<file path="config.mk">
export PLATFORM = sky130hd
export DESIGN_NAME = cpu_xfer_arbiter
export DESIGN_NICKNAME = d
export VERILOG_FILES = /design/src/rtl/cpu_xfer_arbiter_pkg.sv /design/src/rtl/arb_ctrl.sv /design/src/rtl/arb_regs.sv /design/src/rtl/arb_grant.sv /design/src/rtl/cpu_xfer_arbiter.sv
export SDC_FILE = /design/constraint.sdc
export NUM_CORES = 1
export LEC_CHECK = 0
export ABC_CLOCK_PERIOD_IN_PS = 1600
export CORE_AREA = 4 4 41 43
export CTS_CLUSTER_DIAMETER = 40
export CTS_CLUSTER_SIZE = 10
export DETAILED_ROUTE_END_ITERATION = 10
export DIE_AREA = 0 0 45 47
export GPL_TIMING_DRIVEN = 0
export PLACE_DENSITY = 0.72
export SYNTH_ARGS = -nofsm -noshare
export SYNTH_HDL_FRONTEND = slang
export SYNTH_SLANG_ARGS = --single-unit
</file>
<file path="constraint.sdc">
create_clock -name clk -period 1.6 [get_ports clk]
set_input_delay 0.32 -clock clk [delete_from_list [all_inputs] [get_ports clk]]
set_output_delay 0.32 -clock clk [all_outputs]
set_load 0.05 [all_outputs]
</file>
<file path="src/rtl/cpu_xfer_arbiter_pkg.sv">
package cpu_xfer_arbiter_pkg;

  parameter int LVL_W = 3;
  localparam int REG_W = 2 * LVL_W + 2;

  // Bit positions of the configuration word
  localparam int CPU_LSB   = 0;
  localparam int TRACK_BIT = LVL_W;
  localparam int XFER_LSB  = LVL_W + 1;
  localparam int EN_BIT    = 2 * LVL_W + 1;

  typedef struct packed {
    logic             ctlEn;
    logic [LVL_W-1:0] xferLvl;
    logic             trackEn;
    logic [LVL_W-1:0] cpuLvl;
  } cfg_t;

  // Strobes from control to datapath
  typedef struct packed {
    logic loadUpper;
    logic cpuFromBus;
    logic cpuFromMask;
  } strobe_t;

endpackage

</file>
<file path="src/rtl/arb_ctrl.sv">
module arb_ctrl
  import cpu_xfer_arbiter_pkg::*;
(
  input  logic    clk,
  input  logic    rstN,
  input  logic    wrEn,
  input  logic    trackEn,
  output strobe_t strobe
);

  always_comb begin
    strobe             = '0;
    strobe.loadUpper   = wrEn;
    strobe.cpuFromMask = trackEn;
    strobe.cpuFromBus  = wrEn && !trackEn;
  end

  AST_SINGLE_CPU_SRC: assert property (@(posedge clk) disable iff (!rstN)
    !(strobe.cpuFromBus && strobe.cpuFromMask)) else $error("cpu level has two sources");

endmodule

</file>
<file path="src/rtl/arb_regs.sv">
module arb_regs
  import cpu_xfer_arbiter_pkg::*;
(
  input  logic             clk,
  input  logic             rstN,
  input  strobe_t          strobe,
  input  logic [REG_W-1:0] wrData,
  input  logic [LVL_W-1:0] maskLvl,
  output cfg_t             cfgQ
);

  cfg_t cfgD;

  always_comb begin
    cfgD = cfgQ;
    if (strobe.loadUpper) begin
      cfgD.ctlEn   = wrData[EN_BIT];
      cfgD.xferLvl = wrData[XFER_LSB +: LVL_W];
      cfgD.trackEn = wrData[TRACK_BIT];
    end
    if (strobe.cpuFromMask)
      cfgD.cpuLvl = maskLvl;
    else if (strobe.cpuFromBus)
      cfgD.cpuLvl = wrData[CPU_LSB +: LVL_W];
  end

  always_ff @(posedge clk or negedge rstN) begin
    if (!rstN) cfgQ <= '0;
    else       cfgQ <= cfgD;
  end

  AST_TRACK_LOAD: assert property (@(posedge clk) disable iff (!rstN)
    cfgQ.trackEn |=> cfgQ.cpuLvl == $past(maskLvl)) else $error("tracking load missed");

  AST_CPU_HOLD: assert property (@(posedge clk) disable iff (!rstN)
    (!cfgQ.trackEn && !strobe.loadUpper) |=> $stable(cfgQ.cpuLvl)) else $error("cpu level drifted");

  AST_UPPER_WRITE: assert property (@(posedge clk) disable iff (!rstN)
    strobe.loadUpper |=> {cfgQ.ctlEn, cfgQ.xferLvl, cfgQ.trackEn} == $past(wrData[REG_W-1:TRACK_BIT]))
    else $error("upper bits not written");

endmodule

</file>
<file path="src/rtl/arb_grant.sv">
module arb_grant
  import cpu_xfer_arbiter_pkg::*;
(
  input  logic clk,
  input  logic rstN,
  input  cfg_t cfgQ,
  input  logic cpuReq,
  input  logic xferReq,
  output logic cpuGnt,
  output logic xferGnt
);

  logic cpuAhead;

  assign cpuAhead = cfgQ.ctlEn && (cfgQ.cpuLvl > cfgQ.xferLvl);

  always_comb begin
    cpuGnt  = 1'b0;
    xferGnt = 1'b0;
    unique case ({cpuReq, xferReq})
      2'b10:   cpuGnt  = 1'b1;
      2'b01:   xferGnt = 1'b1;
      2'b11: begin
        cpuGnt  = cpuAhead;
        xferGnt = !cpuAhead;
      end
      default: ;
    endcase
  end

  AST_GNT_ONEHOT: assert property (@(posedge clk) disable iff (!rstN)
    $onehot0({cpuGnt, xferGnt})) else $error("two grants");

  AST_IDLE_NO_GNT: assert property (@(posedge clk) disable iff (!rstN)
    (!cpuReq && !xferReq) |-> (!cpuGnt && !xferGnt)) else $error("grant without request");

  AST_DISABLED_XFER: assert property (@(posedge clk) disable iff (!rstN)
    (!cfgQ.ctlEn && xferReq) |-> xferGnt) else $error("transfer lost while control off");

  AST_EQUAL_XFER: assert property (@(posedge clk) disable iff (!rstN)
    (cpuReq && xferReq && cfgQ.cpuLvl == cfgQ.xferLvl) |-> xferGnt) else $error("tie not to transfer");

endmodule

</file>
<file path="src/rtl/cpu_xfer_arbiter.sv">
module cpu_xfer_arbiter
  import cpu_xfer_arbiter_pkg::*;
(
  input  logic             clk,
  input  logic             rstN,
  input  logic             wrEn,
  input  logic [REG_W-1:0] wrData,
  output logic [REG_W-1:0] rdData,
  input  logic [LVL_W-1:0] maskLvl,
  input  logic             cpuReq,
  input  logic             xferReq,
  output logic             cpuGnt,
  output logic             xferGnt
);

  strobe_t strobe;
  cfg_t    cfgQ;

  arb_ctrl u_ctrl (
    .clk     (clk),
    .rstN    (rstN),
    .wrEn    (wrEn),
    .trackEn (cfgQ.trackEn),
    .strobe  (strobe)
  );

  arb_regs u_regs (
    .clk     (clk),
    .rstN    (rstN),
    .strobe  (strobe),
    .wrData  (wrData),
    .maskLvl (maskLvl),
    .cfgQ    (cfgQ)
  );

  arb_grant u_grant (
    .clk     (clk),
    .rstN    (rstN),
    .cfgQ    (cfgQ),
    .cpuReq  (cpuReq),
    .xferReq (xferReq),
    .cpuGnt  (cpuGnt),
    .xferGnt (xferGnt)
  );

  assign rdData = cfgQ;

endmodule

</file>
* Yosys cells after proc, flatten, opt, wreduce, memory -nomap -nowiden
Index checks and enable logic that the tools add are counted.
** Cells by class
- Multiplexer cells :: 4
- $lt $le $gt $ge :: 1
- Reduce and logical (&&, ||, !) cells :: 5
- Eq/ne operators :: 3
** Operators by type and width (number)
- two-way mux 3 bit :: 2
- equality test 2 bit (second input constant) :: 2
- case mux 1 bit (2 select lines) :: 2
- greater-than comparator 3 bit :: 1
- equality test 2 x 1 -> 1 bit (second input constant) :: 1
- logical AND 1 bit :: 2
- logical NOT 1 bit :: 2
- nonzero test 2 bit :: 1
** Word-level totals
- Output and inout port bits :: 10
- Input port bits :: 16
- Logic and storage cells :: 17
- Register bits :: 8

* Logic depth before layout (Yosys ltp)
- Depth in word-level cells :: 4
- Mapped depth :: 5
- Depth with buffers taken out :: 5

* By module
Synthesis repeated with hierarchy kept, for this count alone.
** Second synthesis, totals
- Cell total of the unflattened synthesis :: 38
- Area, all modules :: 447.9 um^2
** By module, submodules not included
- arb_regs :: area an instance 312.8 um^2, cells an instance 22, sequential area each 200.2 um^2, instances 1
- arb_grant :: area an instance 106.4 um^2, cells an instance 13, sequential area each 0.0 um^2, instances 1
- arb_ctrl :: area an instance 28.8 um^2, cells an instance 3, sequential area each 0.0 um^2, instances 1

* Worst setup path after synthesis
No wires, ideal clock.
- Path type :: register to output
- Start point :: register, netlist name u_regs.cfgQ[5]
- End point :: output cpuGnt
- Path slack :: -0.781 ns
- Data required time :: 1.280 ns
- Data arrival time :: 2.061 ns
- Cell stages (with the launch flop) :: 6
- Path buffers :: 0
- Path through :: dfrtp_1 inv_1 ha_1 nor2b_4 o311ai_4 o22ai_1
** Between the ends
- Word-level cells in the longest chain between the ends :: 3
** Ends and longest elaborated chain
- greater-than comparator 3 bit :: line arb_grant.sv:15 : assign cpuAhead = cfgQ.ctlEn && (cfgQ.cpuLvl > cfgQ.xferLvl);
- logical AND 1 bit :: line arb_grant.sv:15
- case mux 1 bit (2 select lines) :: line arb_grant.sv:20 : unique case ({cpuReq, xferReq})
- to (decl) :: line cpu_xfer_arbiter.sv:12 : output logic cpuGnt,
Every way passes these cells.

* Worst setup path in the final report
- Start point :: register, netlist name u_regs.cfgQ[5]
- End point :: output xferGnt
** Between the ends
- Word-level cells in the longest chain between the ends :: 4
** Ends and longest elaborated chain
- greater-than comparator 3 bit :: line arb_grant.sv:15
- logical AND 1 bit :: line arb_grant.sv:15
- logical NOT 1 bit :: line arb_grant.sv:25 : xferGnt = !cpuAhead;
- case mux 1 bit (2 select lines) :: line arb_grant.sv:20
- to (decl) :: line cpu_xfer_arbiter.sv:13 : output logic xferGnt
Every way passes these cells.

==> results.md <==
- Crit path DAT: 1620 ps
- Cell Int Power: 0.4528 mW
- Area growth, synth to finish: 75.78%
- Slew HR: 67.35%
- Worst-path clk slew: 50 ps
- Critical path fanouts, max: 2
- CTS Buffer Depth: 2
- Max-cap violation count: 0
- Placed inst area: about 740 µm²
- Clk pwr share: 20.7%
- Most common cell after layout, fill and taps aside: clkdlybuf4s50_1
- Pin count of the biggest net entering global routing: 11
- Avg WL per Cell: 11.30 µm
- Peak supply drop: 568.1 µV
- Full die area: between 2000 and 2500 µm²
- Worst hold slack: 345.6 ps
- Clk sinks: 8
- Synthesized area: around 440 µm²
- Setup ws final: -344.9 ps
- CTS tree: yes
- XOR/XNOR Fraction of Synth Area: 0%
- Failing checks: setup timing
- CTS Buf Count: 3
- Net Sw Frac: between 30% and 40%
- DRT antenna net count: 0
- Req. time, crit path: 1280 ps
- Post-synthesis cell count: 39
- Biggest register: u_regs.cfgQ
- CP endpoint kind: output port
- Total GRT Usage: under 10%
- DP Wirelength: 793 µm
- Initial Util: 33.75%
- Hold buffer count at CTS: 0
- N_diodes: 0
- Placed insts: 78
- Synth Area in Adders: 8.547%
- Combinational Power Share: between 40% and 50%
- Reg power frac: 34.5%
- Residual DRC count: 0
- Multiplexer area fraction after synthesis: about 15%
- Synth area leaders: dfrtp_1 (46%), ha_1 (8.5%), mux2i_1 (6.8%)
- Largest family of logic cells by synthesized area: compound AO/OA/AOI/OAI gates
- Setup_tns: -648.5 ps
- Achievable Freq: 514.2 MHz
- Sequential-to-total area share from yosys stat: a little under half
- Die H: 47 µm
- Fraction of layout cells with a size suffix above 1: a little over a third
- Final cell count without fillers: 82
- Post-Synth Simple-Gate Area: 8.547%
- Compound-Gate Fraction of Synth Area: 15.95%
- Unrepaired setup endpoints after global routing: true
- Final setup vio count: 2
- Startpoint Class: flop
- Vias/cell: just under 5
- IO Pins: 26
- Htree depth: 1
- Core Footprint: 1301 µm²
- Status: complete, but fails checks
- Vias: 397
- First-pass GRT wire length: 1469 µm
- Chip width: 45 µm
- Routability Congestion: 0.6677
- Crit Path Class: reg -> out
- Total Wirelength: 927 µm
- Setup Skew: 0.9416 ps
- Vias in the first global route: 380
- Most frequent cells in the layout: clkdlybuf4s50_1 (14), dlygate4sd2_1 (6), dfrtp_2 (6)
- Dpl ws: -779.0 ps
- CTS Root Cell: clkbuf_4
- Port Buffers: 24
- Max-slew violation total from the final report: 0
- Max FFs per register: 8
- Worst skew pair latency: 250 ps
- Worst slew pin tran: 491.8 ps
- Post-route cell area: 772.0 µm²
- Iter 0 DRT Violations: 2
- Number of synthesized register bits: 8
- Endpoints failing hold: 0
- Cell Pwr Density: 936.1 nW/µm²
- P_sw: ~0.27 mW
- Syn Area/Cell: 11.26 µm²
- Tot Pwr: 0.7227 mW
- Synth area leader: dfrtp_1
- Final core utilization: 59.33%
- Global route overflow: 0
- Worst Hold Class: in -> async
- Layout Nets: 88
- Syn nets: 58
- Num rows: 13
- Initial antenna violation count: 0
- Final period util: 121.6%
- Biggest regs: u_regs.cfgQ x8
- Synth cell types: 15
- Min cycle time layout: 1945 ps
- DRT Pass-1 Iters: 4
- Syn. warnings: 0
- Area share of the largest cell type after synthesis: between 40% and 50%
- Static Leak: around 0.34 nW
kinds of logic (layout without fill, tap and decap cells):
family          after synthesis  count (layout)
flops                         8               8
buf+inv                       6              34
mux                           6               6
compound gates                9               9
fa+ha+maj                     3               3
simple gates                  7               7
worst max-delay path: stages (launching register included):
cell and delay [ps]:
dfrtp_2 400, inv_2 70, ha_4 190, nor2b_4 130
o311ai_4 280, o21a_4 170, buf_8 130
worst paths after layout:
check | from | to | slack (ps) | cells after the start
hold reg to reg | u_regs.cfgQ[4]$_DFFE_PN0P_ | u_regs.cfgQ[4]$_DFFE_PN0P_ | 510 | 1
hold / removal | rstN | u_regs.cfgQ[3]$_DFFE_PN0P_ | 350 | 1
setup reg to reg | u_regs.cfgQ[1]$_DFFE_PN0P_ | u_regs.cfgQ[1]$_DFFE_PN0P_ | 720 | 3
max in group asynchronous | rstN | u_regs.cfgQ[5]$_DFFE_PN0P_ | 970 | 1
setup / recovery | u_regs.cfgQ[5]$_DFFE_PN0P_ | xferGnt | -340 | 6
min in group clk | wrEn | u_regs.cfgQ[5]$_DFFE_PN0P_ | 350 | 2
what timing repair did:
action | in CTS | in global routing
setup endpoints to repair | 10 | 4
resized for setup | 25 | 3
endpoints found under the hold margin | 0 | 0
pin swaps | 2 | 0
setup buffers | 1 | 0
per-layer routing:
metal,GRT usage (%),routed length [µm]
met2,15.25,432
met3,3.831,111
met4,5.263,12
met1,11.42,371
met5,0,0
layout make-up:
cell class / count / area, µm²
Clock buffer: 3 / 22.52
Buffer: 2 / 15.01
Fill cell: 135 / 529.3
Timing Repair Buffer: 25 / 246.5
Inverter: 4 / 15.01
Multi-Input combinational cell: 25 / 246.5
Tap cell: 15 / 18.77
Sequential cell: 8 / 207.7
power groups by stage:
stage                     clock [mW]  sequential, mW  combinational [mW]
after CTS                      0.157           0.250               0.322
after global routing           0.169           0.253               0.346
final                          0.150           0.249               0.324
after floorplan                    0           0.324               0.141
after detailed placement           0           0.255               0.325
after global placement             0           0.255               0.321
Yosys cell counts, drive strengths merged:
master and n:
buf 2, dfrtp 8, ha 3, inv 4, mux2 3, mux2i 3
nand2 5, nand3 1, nor2b 1, o21a 1, o21ai 6, o22ai 1
o311ai 1
Note: power is estimated with default switching activity, not from simulation.
